$ cat config.mk
export PLATFORM = sky130hd
export DESIGN_NAME = vga_sync_gen
export DESIGN_NICKNAME = d
export VERILOG_FILES = /design/src/rtl/vga_sync_pkg.sv /design/src/rtl/vga_mod_counter.sv /design/src/rtl/vga_sr_flag.sv /design/src/rtl/vga_axis.sv /design/src/rtl/vga_sync_gen.sv
export SDC_FILE = /design/constraint.sdc
export NUM_CORES = 1
export LEC_CHECK = 0
export CAP_MARGIN = 20
export CORE_MARGIN = 5
export CORE_UTILIZATION = 45
export CTS_CLUSTER_DIAMETER = 30
export CTS_CLUSTER_SIZE = 30
export DETAILED_ROUTE_END_ITERATION = 10
export SLEW_MARGIN = 20
export SYNTH_ARGS = -nofsm -noshare
export SYNTH_HDL_FRONTEND = slang
export SYNTH_SLANG_ARGS = --single-unit
$ cat constraint.sdc
create_clock -name clk -period 2.1 [get_ports clk]
set_input_delay 0.63 -clock clk [delete_from_list [all_inputs] [get_ports clk]]
set_output_delay 0.63 -clock clk [all_outputs]
set_load 0.05 [all_outputs]
$ cat src/rtl/vga_sync_pkg.sv
package vga_sync_pkg;

    // Default raster geometry (system clocks per line, lines per frame)
    localparam int DEF_H_WIDTH     = 9;
    localparam int DEF_V_WIDTH     = 10;
    localparam int DEF_LINE_CLKS   = 381;
    localparam int DEF_H_BLANK_AT  = 288;
    localparam int DEF_H_SYNC_ON   = 308;
    localparam int DEF_H_SYNC_OFF  = 353;
    localparam int DEF_FRAME_LINES = 528;
    localparam int DEF_V_BLANK_AT  = 455;
    localparam int DEF_V_SYNC_ON   = 486;
    localparam int DEF_V_SYNC_OFF  = 488;

    // Per-axis flag bundle
    typedef struct packed {
        logic sync_act;   // sync pulse active (high-true internally)
        logic en;         // video enable for this axis
    } axis_flags_t;

    // Index of each flag inside an axis
    typedef enum int {
        FLAG_EN   = 0,
        FLAG_SYNC = 1
    } flag_idx_e;

    // Count that precedes position n on a ring of lim positions
    function automatic int prev_pos(input int n, input int lim);
        return (n == 0) ? lim - 1 : n - 1;
    endfunction

endpackage

$ cat src/rtl/vga_mod_counter.sv
module vga_mod_counter #(
    parameter int WIDTH = 9,
    parameter int LIMIT = 381
) (
    input  logic             clk,
    input  logic             rst,
    input  logic             adv,
    output logic [WIDTH-1:0] cnt,
    output logic             wrap
);
    localparam logic [WIDTH-1:0] LAST = WIDTH'(LIMIT - 1);

    logic [WIDTH-1:0] cnt_q;

    assign wrap = adv && (cnt_q == LAST);
    assign cnt  = cnt_q;

    always_ff @(posedge clk) begin
        if (rst) begin
            cnt_q <= '0;
        end else if (adv) begin
            cnt_q <= wrap ? '0 : cnt_q + 1'b1;
        end
    end

    AST_CNT_BOUND: assert property (@(posedge clk) disable iff (rst)
        int'(cnt_q) < LIMIT);

    AST_CNT_HOLD: assert property (@(posedge clk) disable iff (rst)
        !adv |=> $stable(cnt_q));

endmodule

$ cat src/rtl/vga_sr_flag.sv
module vga_sr_flag #(
    parameter int   WIDTH  = 9,
    parameter int   LIMIT  = 381,
    parameter int   SET_AT = 0,
    parameter int   CLR_AT = 288,
    parameter logic INIT   = 1'b1
) (
    input  logic             clk,
    input  logic             rst,
    input  logic             adv,
    input  logic [WIDTH-1:0] cnt,
    output logic             q
);
    // Decode one count early so the registered flag moves with the counter
    localparam logic [WIDTH-1:0] SET_DEC = WIDTH'(vga_sync_pkg::prev_pos(SET_AT, LIMIT));
    localparam logic [WIDTH-1:0] CLR_DEC = WIDTH'(vga_sync_pkg::prev_pos(CLR_AT, LIMIT));

    logic q_q;
    logic hit_set, hit_clr;

    assign hit_set = adv && (cnt == SET_DEC);
    assign hit_clr = adv && (cnt == CLR_DEC);
    assign q       = q_q;

    always_ff @(posedge clk) begin
        if (rst) begin
            q_q <= INIT;
        end else if (hit_set) begin
            q_q <= 1'b1;
        end else if (hit_clr) begin
            q_q <= 1'b0;
        end
    end

endmodule

$ cat src/rtl/vga_axis.sv
module vga_axis #(
    parameter int WIDTH    = 9,
    parameter int LIMIT    = 381,
    parameter int BLANK_AT = 288,
    parameter int SYNC_ON  = 308,
    parameter int SYNC_OFF = 353
) (
    input  logic                       clk,
    input  logic                       rst,
    input  logic                       adv,
    output logic [WIDTH-1:0]           cnt,
    output logic                       wrap,
    output vga_sync_pkg::axis_flags_t  flags
);
    import vga_sync_pkg::*;

    localparam int NFLAGS = 2;

    logic [NFLAGS-1:0] fl;

    vga_mod_counter #(.WIDTH(WIDTH), .LIMIT(LIMIT)) ctr_i (
        .clk  (clk),
        .rst  (rst),
        .adv  (adv),
        .cnt  (cnt),
        .wrap (wrap)
    );

    for (genvar i = 0; i < NFLAGS; i++) begin : g_flag
        localparam int   SET_V  = (i == FLAG_EN) ? 0        : SYNC_ON;
        localparam int   CLR_V  = (i == FLAG_EN) ? BLANK_AT : SYNC_OFF;
        localparam logic INIT_V = (i == FLAG_EN) ? 1'b1     : 1'b0;

        vga_sr_flag #(
            .WIDTH  (WIDTH),
            .LIMIT  (LIMIT),
            .SET_AT (SET_V),
            .CLR_AT (CLR_V),
            .INIT   (INIT_V)
        ) flag_i (
            .clk (clk),
            .rst (rst),
            .adv (adv),
            .cnt (cnt),
            .q   (fl[i])
        );
    end

    assign flags.en       = fl[FLAG_EN];
    assign flags.sync_act = fl[FLAG_SYNC];

endmodule

$ cat src/rtl/vga_sync_gen.sv
module vga_sync_gen #(
    parameter int H_WIDTH     = vga_sync_pkg::DEF_H_WIDTH,
    parameter int V_WIDTH     = vga_sync_pkg::DEF_V_WIDTH,
    parameter int LINE_CLKS   = vga_sync_pkg::DEF_LINE_CLKS,
    parameter int H_BLANK_AT  = vga_sync_pkg::DEF_H_BLANK_AT,
    parameter int H_SYNC_ON   = vga_sync_pkg::DEF_H_SYNC_ON,
    parameter int H_SYNC_OFF  = vga_sync_pkg::DEF_H_SYNC_OFF,
    parameter int FRAME_LINES = vga_sync_pkg::DEF_FRAME_LINES,
    parameter int V_BLANK_AT  = vga_sync_pkg::DEF_V_BLANK_AT,
    parameter int V_SYNC_ON   = vga_sync_pkg::DEF_V_SYNC_ON,
    parameter int V_SYNC_OFF  = vga_sync_pkg::DEF_V_SYNC_OFF
) (
    input  logic clk,
    input  logic rst,
    output logic h_en_o,
    output logic v_en_o,
    output logic hsync_n_o,
    output logic vsync_n_o,
    output logic frame_start_o
);
    import vga_sync_pkg::*;

    logic [H_WIDTH-1:0] h_cnt;
    logic [V_WIDTH-1:0] v_cnt;
    logic               h_wrap, v_wrap;
    axis_flags_t        h_fl, v_fl;
    logic               fstart_q;

    vga_axis #(
        .WIDTH    (H_WIDTH),
        .LIMIT    (LINE_CLKS),
        .BLANK_AT (H_BLANK_AT),
        .SYNC_ON  (H_SYNC_ON),
        .SYNC_OFF (H_SYNC_OFF)
    ) h_axis_i (
        .clk   (clk),
        .rst   (rst),
        .adv   (1'b1),
        .cnt   (h_cnt),
        .wrap  (h_wrap),
        .flags (h_fl)
    );

    // Lines advance once per line, on the horizontal wrap
    vga_axis #(
        .WIDTH    (V_WIDTH),
        .LIMIT    (FRAME_LINES),
        .BLANK_AT (V_BLANK_AT),
        .SYNC_ON  (V_SYNC_ON),
        .SYNC_OFF (V_SYNC_OFF)
    ) v_axis_i (
        .clk   (clk),
        .rst   (rst),
        .adv   (h_wrap),
        .cnt   (v_cnt),
        .wrap  (v_wrap),
        .flags (v_fl)
    );

    always_ff @(posedge clk) begin
        if (rst) begin
            fstart_q <= 1'b0;
        end else begin
            fstart_q <= h_wrap && v_wrap;
        end
    end

    assign h_en_o        = h_fl.en;
    assign v_en_o        = v_fl.en;
    assign hsync_n_o     = ~h_fl.sync_act;
    assign vsync_n_o     = ~v_fl.sync_act;
    assign frame_start_o = fstart_q;

    AST_HEN_ZONE: assert property (@(posedge clk) disable iff (rst)
        h_en_o == (int'(h_cnt) < H_BLANK_AT));

    AST_HSYNC_ZONE: assert property (@(posedge clk) disable iff (rst)
        hsync_n_o == !(int'(h_cnt) >= H_SYNC_ON && int'(h_cnt) < H_SYNC_OFF));

    AST_VEN_ZONE: assert property (@(posedge clk) disable iff (rst)
        v_en_o == (int'(v_cnt) < V_BLANK_AT));

    AST_VSYNC_ZONE: assert property (@(posedge clk) disable iff (rst)
        vsync_n_o == !(int'(v_cnt) >= V_SYNC_ON && int'(v_cnt) < V_SYNC_OFF));

    AST_LINE_STEP: assert property (@(posedge clk) disable iff (rst)
        (int'(h_cnt) != LINE_CLKS - 1) |=> $stable(v_cnt));

    AST_FRAME_PULSE: assert property (@(posedge clk) disable iff (rst)
        frame_start_o |-> (h_cnt == '0 && v_cnt == '0));

    AST_PULSE_SINGLE: assert property (@(posedge clk) disable iff (rst)
        frame_start_o |=> !frame_start_o);

    AST_RESET_STATE: assert property (@(posedge clk)
        $past(rst) |-> (h_cnt == '0 && v_cnt == '0 && h_en_o && v_en_o
                        && hsync_n_o && vsync_n_o && !frame_start_o));

endmodule

; ---- Yosys cells after proc, flatten, opt, wreduce, memory -nomap -nowiden
; Index checks and enable logic that the tools add are counted.
[word_totals]
regBits = 24
latch_bits = 0
mem_bits_rw = 0
rom_bits = 0
inputBits = 2
output_inout_bits = 5
wordCells = 33
mem_count = 0
[classes]
n_addsub = 2
multipliers = 0
n_div = 0
order_cmp = 0
eq_ne = 8
shift = 0
n_mux = 5
n_bitwise = 2
reduce_logical = 9
[ops]
columns = operator, count
row1 = "== test 9 bit, second input constant", 4
row2 = "== test 10 x 9 -> 1 bit, second input constant", 3
row3 = "adder 10 x 1 -> 10 bit, second input constant", 1
row4 = "== test 10 bit, second input constant", 1
row5 = two-way mux 10 bit, 1
row6 = "adder 9 x 1 -> 9 bit, second input constant", 1
row7 = logical AND 1 bit, 5
row8 = two-way mux 1 bit, 4
row9 = nonzero test 2 bit, 2
row10 = OR reduction 2 bit, 2
row11 = inverter 1 bit, 2

; ---- Depth between registers and ports, before layout
[logic_depth]
word_depth = 4
mapped_depth = 7
mapped_depth_nobuf = 6

; ---- By module
; Synthesis repeated with hierarchy kept, for this count alone.
[hier_totals]
cells_unflattened = 145
area_unflattened_um2 = 1345.0
[by_module_without_submodules]
columns = mod, instances, cells_each, area_per_inst_um2, seq_area_each_um2
row1 = vga_mod_counter at v_axis_i.ctr_i, 1, 52, 485.5, 200.2
row2 = vga_mod_counter at h_axis_i.ctr_i, 1, 54, 484.2, 180.2
row3 = vga_sr_flag at h_axis_i.g_flag[0].flag_i, 1, 9, 92.6, 20.0
row4 = vga_sr_flag at v_axis_i.g_flag[0].flag_i, 1, 9, 88.8, 20.0
row5 = vga_sr_flag at h_axis_i.g_flag[1].flag_i, 1, 9, 87.6, 20.0
row6 = vga_sr_flag at v_axis_i.g_flag[1].flag_i, 1, 7, 66.3, 20.0
row7 = vga_sync_gen, 1, 5, 40.0, 20.0

; ---- Worst setup path after synthesis
; OpenSTA, ideal clock, no wires.
[synth_path]
kind = register to register
start = reg h_axis_i.ctr_i.cnt_q[0] (netlist: h_axis_i.ctr_i.cnt[0])
end = reg v_axis_i.ctr_i.cnt_q[9] (netlist: v_axis_i.ctr_i.cnt[9])
setup_ps = 130
t_arrival_ps = 1487
required_ps = 1970
slack_ps = 483
stages_incl_launch_ff = 8
n_path_buf = 1
period_less_slack_ps = 1617
path_cell_list = dfxtp_1 inv_1 ha_1 nand4b_4 buf_6 or2_4 o41ai_1 a21oi_1
[synth_via]
elab_chain_cells = 3
[synth_rtl]
columns = element, line_no
row1 = start: declaration, vga_mod_counter.sv:13  ; logic [WIDTH-1:0] cnt_q;
row2 = start signal: assignment, vga_mod_counter.sv:22  ; cnt_q <= wrap ? '0 : cnt_q + 1'b1;
row3 = == test 9 bit (*), vga_mod_counter.sv:15  ; assign wrap = adv && (cnt_q == LAST);
row4 = logical AND 1 bit, vga_mod_counter.sv:15
row5 = two-way mux 10 bit, vga_mod_counter.sv:22
row6 = end signal: assignment, vga_mod_counter.sv:22
row7 = end: declaration, vga_mod_counter.sv:13
; Every way passes the cells marked *; elsewhere a longest branch is shown, timed or not.
; A chain may end at the register's enable or synchronous reset.

; ---- Final worst setup path
; Ends and elaborated chain as after synthesis.

==> metrics.yaml <==
run_status:
  status: "finished, final reports clean"
detailed_routing:
  wl_um: 2180
  wl_met2_um: 1070
  met1Wirelength_um: 1000
  route.top_layer_used: "met4"
  vias: 907
  postRouteAntennaNets: 0
  wl_per_cell_um: 12.9
  drt_pass1_iterations: 4
  drcViolationCount: 0
  wl_met3_um: 61
  viasPerCell: 5.37
  drtIter0Drc: 37
timing:
  skew_ns: 0.00224
  setup_viol: 0
  rsz0062_at_grt: "false"
  slew_violations: 0
  finalHoldViolations: 0
  tns_ns: 0
  max_slew_margin_pct: 65.4
  clock.fmax_mhz: 580
  min_period_ns: 1.72
  post-route-period-util_pct: 82.1
  worst_pin_slew_ns: 0.514
clock_network:
  ctsLongestPathBuffers: 2
  clock_latency_ns: 0.30
  holdBufCountCts: 0
  root_buffer: "clkbuf_4"
  cts_tree: "built"
  clock-sinks: 24
  cts.clk_slew.worst_paths_ns: 0.12
  cts_buffers: 3
  h-tree-depth: 1
yosys:
  ys_ff_latch: 24
  synth.distinct_cells: 35
  synth_top_cell_by_area: "dfxtp_1"
  seq_area_frac_synth_pct: 39.7
  synth_nets: 142
  synth_flop_cell: "dfxtp_1"
  synth_top_area_share_pct: 39.7
  synth-edff-count: 0
  syn-cell-area_sq_um: 1210
  postSynthCellCount: 135
  ys_warn_count: 0
  async_reset_ff_share_pct: 0
  syn-mean-instance-area_sq_um: 8.97
  yosys-top-cells-area: "dfxtp_1 40%, xnor2_1 10%, nor2_1 6.8%"
cells_and_area:
  area_delta_synth_final_pct: 6.41
  final_area_sq_um: 1290
  drive_gt1_share_pct: 10.8
  finalNetCount: 148
  fill_cells: 248
  antenna_cells: 0
setup_path:
  worstPathArrival_ns: 1.97
  crit_path_start: "h_axis_i.ctr_i.cnt[0]$_SDFF_PP0_"
  start_kind: "register"
  setup.worst_path.end_class: "register"
  crit_fanout: 11
  regToRegStartpoint: "h_axis_i.ctr_i.cnt[0]$_SDFF_PP0_"
  crit_type: "register to register"
  required_ns: 2.35
floorplanning:
  start_util_pct: 48.0
  coreArea_sq_um: 2520
  io_pins: 7
  rows: 18
  die_x_um: 61.9
  die_y_um: 61.9
  dieArea_sq_um: 3830
global_route:
  antenna_found_initial: 0
  grt_pass1_wl_um: 3800
  grt_overflow: 0
  grt_pass1_vias: 859
  track_usage_pct: 13.7
  grt_max_degree: 13
job:
  cap_violations: 0
pwr:
  switchingPower_uw: 146
  netSwitchingFraction_pct: 21.4
  ir_drop_mv: 0.276
  combPwrFrac_pct: 3.8
  power_density_nw_per_um2: 530
  p_int_uw: 537
  clkPwrFrac_pct: 27.9
  seqPwrFrac_pct: 68.3
  p_leak_uw: 0.000460
  total_power_uw: 683
placement:
  place_area_sq_um: 1260
  gp_congestion: 0.837
  place_hpwl_um: 1690
  port_buffers: 6
hold_path:
  hp-start: "v_axis_i.g_flag[0].flag_i.q$_SDFFE_PP1P_"
  min_path_type: "register to register"
[final timing paths]
check	endpoint	slack, ns	depth (start not counted)
max	v_axis_i.ctr_i.cnt[9]$_SDFFE_PP0P_	0.38	6
min	v_axis_i.g_flag[0].flag_i.q$_SDFFE_PP1P_	0.47	1
max reg2reg	v_axis_i.ctr_i.cnt[9]$_SDFFE_PP0P_	0.38	6
min reg2reg	v_axis_i.g_flag[0].flag_i.q$_SDFFE_PP1P_	0.47	1
[Yosys cell counts (all sizes together) (2+ instances only)]
cell and instances:
dfxtp 24, a21oi 3, nor2 22, nand4 4
inv 10, nand4b 2, buf 5, nor4 7
o21ai 2, nor3 6, xnor2 14, nand2 8
nand3 8, o211ai 2, ha 5
[cell type report]
type                            instances  area, sq um  share of cell area (%)
Clock buffer                            3         22.5                    1.75
Tap cell                               30         37.5                    2.91
Inverter                               10         37.5                    2.91
Sequential cell                        24          480                    37.3
Timing Repair Buffer                    7         60.1                    4.66
Multi-Input combinational cell         95          651                    50.5
[flip-flops by register name, summed over array words and instances, names as in the netlist]
signal,cells
h_axis_i.ctr_i.cnt,9
frame_start_o,1
v_axis_i.g_flag.flag_i.q,2
v_axis_i.ctr_i.cnt,10
h_axis_i.g_flag.flag_i.q,2
[placed cells by master (no fill, tap or decap), types with 2 or more instances in the layout]
cell	count
dfxtp_1	24
nor2_1	22
xnor2_1	14
inv_1	10
nand2_1	8
nand3_1	8
nor4_1	7
nor3_1	5
ha_1	5
buf_4	5
nand4_1	3
a21oi_1	3
clkbuf_4	3
o211ai_1	2
[routing by layer]
layer	global-route usage, %	vias up
met2	23.3	13
met4	7.27	0
met3	3.10	5
li1	-	472
met1	15.9	417
met5	0	-
[power by group through the flow]
| stage | combinational (uW) | clock [uW] | sequential [uW] |
|---|---|---|---|
| after detailed placement | 26.1 | 0 | 477 |
| final | 25.7 | 191 | 467 |
| after global routing | 29.4 | 226 | 468 |
| after floorplan | 23.6 | 0 | 474 |
| after global placement | 26.2 | 0 | 477 |
| after CTS | 26.1 | 204 | 467 |
[per-stage QoR]
stage | utilization [%] | hold WS [ns] | setup WS, ns | instances
floorplan | - | 0.441 | 0.483 | 135
global placement | 50.1 | 0.439 | 0.393 | 166
detailed placement | 50.1 | 0.445 | 0.382 | 166
CTS | 51.0 | 0.475 | 0.0285 | 169
global route | 51.1 | 0.507 | 0.255 | 169
finish | 51.1 | 0.469 | 0.375 | 169
[timing repair]
item	4_1_cts	5_1_grt
setup endpoints to repair	0	1
gates resized for setup	0	1
buffers inserted	0	0
[logic make-up (layout without fill, tap and decap cells)]
family | after synthesis | after routing | share of synthesized area (%)
compound gates | 11 | 11 | 7.02
xor+xnor | 15 | 15 | 10.8
fa+ha+maj | 5 | 5 | 5.17
buf+inv | 16 | 20 | 6.61
flops | 24 | 24 | 39.7
simple gates | 64 | 64 | 30.7
[worst max-delay path: stages (launching register included)]
cell and delay (ns):
dfxtp_1 0.36, inv_1 0.07, ha_1 0.19, nand4b_4 0.21, nor3_4 0.24, or4b_1 0.46
a21oi_1 0.14
(Power assumes the default switching activity.)
